**src/rtl/bus_xcvr_reg.sv**
```systemverilog
module bus_xcvr_reg #(
  parameter int WIDTH = 18
) (
  input  logic             clk,
  input  logic             rst,
  input  logic [WIDTH-1:0] a_in,
  input  logic [WIDTH-1:0] b_in,
  input  logic             ab_le,
  input  logic             ab_clk,
  input  logic             ab_oe,
  input  logic             ba_le,
  input  logic             ba_clk,
  input  logic             ba_oe_n,
  output logic [WIDTH-1:0] b_out,
  output logic             b_drive,
  output logic [WIDTH-1:0] a_out,
  output logic             a_drive
);

  logic             ab_clk_q, ba_clk_q;
  logic             ab_fall, ba_fall;
  logic [WIDTH-1:0] ab_word, ba_word;

  always_ff @(posedge clk) begin
    ab_clk_q <= ab_clk;
    ba_clk_q <= ba_clk;
  end

  assign ab_fall = ab_clk_q & ~ab_clk;
  assign ba_fall = ba_clk_q & ~ba_clk;

  always_ff @(posedge clk) begin
    if (rst)                    ab_word <= '0;
    else if (ab_le || ab_fall)  ab_word <= a_in;
  end

  always_ff @(posedge clk) begin
    if (rst)                    ba_word <= '0;
    else if (ba_le || ba_fall)  ba_word <= b_in;
  end

  assign b_out   = ab_word;
  assign a_out   = ba_word;
  assign b_drive = ab_oe;
  assign a_drive = ~ba_oe_n;

  a_r1_reset_clears: assert property (@(posedge clk)
    rst |=> (b_out == '0 && a_out == '0));

  a_r2_transparent_ab: assert property (@(posedge clk) disable iff (rst)
    ab_le |=> b_out == $past(a_in));

  a_r3_hold_ab: assert property (@(posedge clk) disable iff (rst)
    (!ab_le && !$fell(ab_clk)) |=> $stable(b_out));

  a_r4_capture_ab: assert property (@(posedge clk) disable iff (rst)
    (!ab_le && $fell(ab_clk)) |=> b_out == $past(a_in));

  a_r6_transparent_ba: assert property (@(posedge clk) disable iff (rst)
    ba_le |=> a_out == $past(b_in));

  a_r6_hold_ba: assert property (@(posedge clk) disable iff (rst)
    (!ba_le && !$fell(ba_clk)) |=> $stable(a_out));

  a_r6_capture_ba: assert property (@(posedge clk) disable iff (rst)
    (!ba_le && $fell(ba_clk)) |=> a_out == $past(b_in));

endmodule

```
**config.mk**
```make
export PLATFORM = sky130hd
export DESIGN_NAME = bus_xcvr_reg
export DESIGN_NICKNAME = d
export VERILOG_FILES = /design/src/rtl/bus_xcvr_reg.sv
export SDC_FILE = /design/constraint.sdc
export NUM_CORES = 1
export LEC_CHECK = 0
export BUFFER_PORTS_ARGS = -buffer_cell sky130_fd_sc_hd__buf_4
export CORE_ASPECT_RATIO = 2
export CORE_MARGIN = 4
export CORE_UTILIZATION = 45
export CTS_CLUSTER_SIZE = 40
export DETAILED_ROUTE_END_ITERATION = 16
export GPL_TIMING_DRIVEN = 0
export PLACE_DENSITY = 0.78
export SYNTH_ARGS = -nofsm -noshare
export SYNTH_HDL_FRONTEND = slang
export SYNTH_SLANG_ARGS = --single-unit
```
**constraint.sdc**
```tcl
create_clock -name clk -period 1.3 [get_ports clk]
set_clock_uncertainty 0.05 [all_clocks]
set_input_delay 0.26 -clock clk [delete_from_list [all_inputs] [get_ports clk]]
set_output_delay 0.26 -clock clk [all_outputs]
set_load 0.005 [all_outputs]
```
==> results.tsv, run 1 <==
stage	metric	value	unit
cts	Clock Sinks	38	
floorplanning	initial core utilization	0.4667	
layout	register area	760.7	sq um
layout	# diodes	0	
flow_run	max cap viols	0	
floorplanning	io pins	82	
timing	fin crit period	1072	ps
route	routed len/inst	12.94	microns
timing	RSZ-0062 raised after global routing	no	
route	drt drc	0	
setup_path	crit path DAT	1240	ps
global_route	M2 GR Usage	0.3170	
cts	clock root buffer	clkbuf_8	
power_and_ir_drop	pwr dens	1093	nW/um^2
global_route	first-pass GRT wire length	6237	microns
global_route	initial antenna violation count	0	
setup_path	Startpoint Class	flip-flop	
timing	Setup-failing EPs final	0	
layout	multi-input logic area	828.3	sq um
cts	Post-CTS Hold Buffers	0	
layout	nets	294	
power_and_ir_drop	Seq pwr share	0.478	
cts	Max clock buf depth	2	
power_and_ir_drop	NetSw	0.0006097	W
floorplanning	chip width	51.48	microns
timing	Tcrit/Tclk final	0.8247	
power_and_ir_drop	clock network fraction of total power	0.346	
setup_path	RR Startpoint	ab_clk_q	
power_and_ir_drop	Logic pwr share	0.176	
power_and_ir_drop	Pleak	1.149	nW
global_route	number of global-route vias before repair	1355	
power_and_ir_drop	sw frac	0.2261	
route	via count	1359	
floorplanning	Placement Rows	31	
cts	total CTS buffers	5	
placed_design	GPL Wtd Cong	0.7535	
timing	Max Clk Rate	932.8	MHz
floorplanning	Die Height	94.97	microns
setup_path	critical path fanouts, max	10	
synthesis	Post-Syn Area per Cell	10.38	sq um
placed_design	HPWL after detailed placement	3081	microns
route	vias per cell	4.530	
route	Detailed Routing Iterations Pass 1	4	
synthesis	cell area after synthesis	1702	sq um
cts	postcts setup bufs	0	
layout	area grow syn2layout	44.93	%
global_route	grt ovf	0	
cts	clk_lat worst skew	290	ps
synthesis	syn nets	208	
timing	max_slew headroom	0.7785	
global_route	grt met3 use	0.05055	
synthesis	Yosys reg bits	38	
timing	Worst Tran Pin Value	332.3	ps
worst_hold_path	hold path start	ab_clk	
cts	H-tree depth	2	
global_route	M1 GR Usage	0.1640	
floorplanning	core area	3646	sq um
layout	# fillers	352	
layout	final instance area	2466	sq um
synthesis	post-synthesis sequential area ratio	0.4471	
cts	clock-pin slew on the worst setup and hold paths	70	ps
setup_path	Worst setup EP type	flip-flop	
route	Routed Antenna Nets	0	
synthesis	Synth Instances	164	
cts	post-CTS sizing	0	
setup_path	Required @ worst endpoint	1470	ps
placed_design	Port Buffer Count	79	
setup_path	WS Path Type	reg2reg	
route	final wirelength	3883	microns
synthesis	Synth cell types	10	
global_route	largest net degree at the start of global routing	12	
floorplanning	full die area	4889	sq um
placed_design	Placed Area	2356	sq um
timing	Fin. Hold Viols	0	
power_and_ir_drop	Power Internal	0.002087	W
global_route	gr busiest metal	met2	
route	DRT iter0 DRCs	24	
timing	setup_tns	0	ps
synthesis	YS warnings	0	
worst_hold_path	Hold Path Class	in2reg	
status	status	completed	
global_route	GRT Total Usage	0.1702	
power_and_ir_drop	Peak VDD IR	0.7427	mV
cts	CTS tree	done	
setup_path	Critical Path Start	ab_clk_q	
layout	share of post-route cells with drive strength above 1	0.3785	
timing	max-slew violation count	0	
state kept, by name (all words and copies together) (netlist names):
register  flops
a_out        18
ba_clk_q      1
b_out        18
ab_clk_q      1
area by class of cell:
class | count | area share
Multi-Input combinational cell | 110 | 0.3359
Sequential cell | 38 | 0.3085
Timing Repair Buffer | 79 | 0.2405
Clock buffer | 8 | 0.04465
Buffer | 13 | 0.04110
Tap cell | 49 | 0.02486
Inverter | 3 | 0.004566
cell usage after synthesis:
cell type / number / area [sq um]
a21oi_2: 2 / 17.52
buf_12: 2 / 40.04
buf_2: 1 / 5.000
buf_4: 1 / 7.510
buf_6: 2 / 22.52
clkbuf_1: 7 / 26.28
dfxtp_1: 38 / 760.7
inv_1: 3 / 11.26
mux2i_1: 36 / 360.4
nand2b_1: 72 / 450.4
critical path: stages, from the launching register on:
cell	delay, ps
dfxtp_1	310
a21oi_2	120
buf_6	180
buf_12	150
mux2i_1	170
layer usage:
| metal | vias to the layer above | wire length [microns] |
|---|---|---|
| li1 | 687 | - |
| met1 | 619 | 1307 |
| met2 | 47 | 2227 |
| met3 | 6 | 278 |
| met4 | 0 | 70 |
| met5 | - | 0 |
cells by family (layout without fill, tap and decap cells):
family | Yosys count | count (layout) | share of synthesized area
AO/OA/AOI/OAI | 2 | 2 | 0.01030
flip-flops | 38 | 38 | 0.4471
AND/OR/NAND/NOR | 72 | 72 | 0.2647
buffers and inverters | 16 | 103 | 0.06618
multiplexers | 36 | 36 | 0.2118
metrics by stage:
step,power [W],worst slack [ps],std cells,hold slack (ps),util
final,0.002696,228.0,300,29.44,0.6764
after detailed placement,0.001799,123.8,292,325.6,0.6462
after global placement,0.001792,131.2,292,324.1,0.6462
after global routing,0.002828,154.3,300,22.16,0.6764
after floorplan,0.001535,302.0,164,237.7,-
after CTS,0.002734,220.2,300,22.97,0.6764
final timing paths:
check	to	slack, ps	cells past startpoint
min	ab_clk_q	30	1
max	b_out[4]	230	4
max reg2reg	b_out[4]	230	4
min reg2reg	a_out[4]	430	2
cells in the final DEF (no fill, tap or decap), drive strengths merged:
master | synthesis | final
a21oi | 2 | 2
buf | 6 | 85
clkbuf | 7 | 15
dfxtp | 38 | 38
inv | 3 | 3
mux2i | 36 | 36
nand2b | 72 | 72
power by group through the flow:
| stage | logic, W | registers, W | clock network [W] |
|---|---|---|---|
| after global placement | 0.000478 | 0.00131 | 0 |
| final | 0.000474 | 0.00129 | 0.000933 |
| after floorplan | 0.000216 | 0.00132 | 0 |
| after CTS | 0.000484 | 0.00129 | 0.000959 |
| after detailed placement | 0.000483 | 0.00132 | 0 |
| after global routing | 0.000521 | 0.00130 | 0.00101 |
(Power assumes the default switching activity.)
==> inputs of run 2 (changes only) <==
Settings changed: ABC_AREA set to 1, CORE_UTILIZATION 45 to 47, PLACE_DENSITY 0.78 to 0.79.
Clock period 1.3 ns to 1 ns, I/O delays scaled along.
==> results.tsv, run 2 <==
stage	metric	value	unit
status	status	completed	
setup_path	RR Startpoint	ba_clk_q	
route	via count	1793	
route	Detailed Routing Iterations Pass 1	4	
floorplanning	full die area	5151	sq um
cts	H-tree depth	2	
layout	nets	377	
global_route	largest net degree at the start of global routing	12	
synthesis	ranking of synthesized cells by area	dfxtp_1 (40%), nand3_2 (13%), a21oi_1 (9.3%)	
layout	share of post-route cells with drive strength above 1	0.5808	
placed_design	HPWL after detailed placement	3481	microns
layout	area grow syn2layout	52.22	%
worst_hold_path	hold path start	a_in[12]	
floorplanning	core area	3884	sq um
synthesis	Post-Syn Area per Cell	7.792	sq um
floorplanning	Placement Rows	32	
timing	fin crit period	980.7	ps
global_route	grt ovf	0	
synthesis	syn nets	286	
global_route	initial antenna violation count	0	
route	vias per cell	4.657	
floorplanning	io pins	82	
placed_design	Placed Area	2550	sq um
synthesis	Post-synth top cells	dfxtp_1 (38), inv_1 (37), nand2_1 (36)	
timing	Worst Tran Pin Value	205.3	ps
timing	max-slew violation count	0	
setup_path	WS Path Type	reg2out	
setup_path	Required @ worst endpoint	750	ps
worst_hold_path	Hold Path Class	in2reg	
synthesis	Synth async-reset ratio	0	
setup_path	delay-heaviest family, CP	flip-flops	
power_and_ir_drop	pwr dens	1290	nW/um^2
synthesis	Synth cell types	15	
placed_design	GPL Wtd Cong	0.7226	
cts	total CTS buffers	5	
setup_path	Reg2Reg Depth	4	
setup_path	reg2reg end	a_out[10]	
flow_run	max cap viols	0	
timing	max_slew headroom	0.8631	
cts	clk_lat worst skew	280	ps
worst_hold_path	WHS Endpoint	b_out[12]	
power_and_ir_drop	Peak VDD IR	1.029	mV
synthesis	cell with the most instances after synthesis	dfxtp_1	
route	drt drc	0	
synthesis	post-synth top area cell	dfxtp_1	
power_and_ir_drop	Pleak	1.430	nW
setup_path	CP peak stage delay	320	ps
route	DRT iter0 DRCs	30	
global_route	first-pass GRT wire length	7383	microns
cts	clock-pin slew on the worst setup and hold paths	70	ps
route	Routed Antenna Nets	0	
layout	final instance area	2870	sq um
synthesis	number of synthesized flops with an enable pin	0	
setup_path	crit path DAT	730	ps
synthesis	share of Yosys cell area claimed by the top area cell type	0.4035	
setup_path	critical path cell sequence	buf_4	
route	routed len/inst	12.06	microns
timing	WHS	83.55	ps
global_route	GRT Total Usage	0.1859	
setup_path	Slowest cell on crit path	dfxtp_2	
synthesis	YS warnings	0	
timing	setup_tns	0	ps
timing	Setup-failing EPs final	0	
setup_path	Worst setup EP type	primary output	
floorplanning	Die Height	97.58	microns
cts	clock root buffer	clkbuf_8	
cts	Clock Sinks	38	
cts	CTS tree	done	
timing	RSZ-0062 raised after global routing	yes	
setup_path	Startpoint Class	flip-flop	
synthesis	Synth Instances	242	
global_route	number of global-route vias before repair	1709	
synthesis	Main synth FF type	dfxtp_1	
layout	commonest non-fill, non-tap cell in the layout	buf_4	
setup_path	flop2flop setup slack	30	ps
synthesis	post-synthesis sequential area ratio	0.4035	
floorplanning	chip width	52.79	microns
layout	# diodes	0	
synthesis	Yosys reg bits	38	
synthesis	cell area after synthesis	1886	sq um
timing	Tcrit/Tclk final	0.9807	
floorplanning	initial core utilization	0.4855	
worst_hold_path	hold depth	3	
cts	Max clock buf depth	2	
timing	Fin. Hold Viols	0	
layout	commonest cells after routing, fill and taps aside	buf_4 (62), inv_1 (37), nand2_1 (36)	
route	final wirelength	4644	microns
placed_design	Port Buffer Count	80	
setup_path	CP Buf/Inv Count	1	
setup_path	critical path fanouts, max	2	
timing	Max Clk Rate	1020	MHz
## run 2: cell types whose count changed in the layout (fill, tap and decap cells not counted), moves of 23 or more
cell | previous run | this run
a21oi_1 | 0 | 23
buf_6 | 2 | 31
dfxtp_1 | 38 | 4
dfxtp_2 | 0 | 34
inv_1 | 3 | 37
mux2i_1 | 36 | 0
nand2_1 | 0 | 36
nand2b_1 | 72 | 0
nand3_2 | 0 | 24
nor2_1 | 0 | 25
## run 2: worst max path at each step
stage / start / cells past startpoint / to / slack (ps)
2_1_floorplan: ab_clk_q / 4 / b_out[15] / 80
3_3_place_gp: ba_clk / 6 / a_out[13] / -40
3_5_place_dp: ba_clk / 6 / a_out[13] / -50
4_1_cts: b_out[15] / 1 / b_out[15] / 0.3
5_1_grt: ba_clk_q / 4 / a_out[10] / -30
6_report: b_out[17] / 1 / b_out[17] / 20
## run 2: logic make-up (layout without fill, tap and decap cells)
logic type             Yosys count  count (layout)  synth area share
AOI/OAI and AO/OA               36              36           0.09755
buffers and inverters           58             150            0.1699
DFF                             38              38            0.4035
and+or+nand+nor                110             110            0.3291
## run 2: report_power, final
part,switching [W],total (W),internal [W]
combinational,0.000393,0.000901,0.000508
sequential,0.0000742,0.00173,0.00165
clock,0.000518,0.00107,0.000556
## run 2: metal layers
layer / global-route usage / share of wire / routed length [microns]
met4: 0.07874 / 0.016 / 75
met2: 0.3439 / 0.56 / 2600
met5: 0 / 0 / 0
met3: 0.03994 / 0.070 / 325
met1: 0.1859 / 0.35 / 1642
## run 2: stage by stage
step	utilization	total power, W	setup slack (ps)	instances
final	0.7390	0.003703	19.26	385
after detailed placement	0.6566	0.002544	-54.04	373
after global routing	0.7390	0.003908	-32.95	385
after CTS	0.6888	0.003644	0.3338	383
after floorplan	-	0.002159	80.19	242
after global placement	0.6566	0.002528	-42.94	373
## run 2: what timing repair did
action,in CTS,in global routing
setup buffers,0,2
hold endpoints to repair,2,0
gates resized for setup,7,67
pin swaps,0,2
hold buffers,2,0
endpoints found under the setup margin,7,59
## run 2: area by class of cell
cell class | count | area, sq um
fillers | 324 | 1013
multi-input cells | 146 | 849.6
plain buffers | 16 | 175.2
flip-flops and latches | 38 | 803.3
clock inverters | 1 | 5.005
repair buffers | 84 | 729.5
well taps | 51 | 63.81
clock buffers | 7 | 86.33
inverters | 42 | 157.7
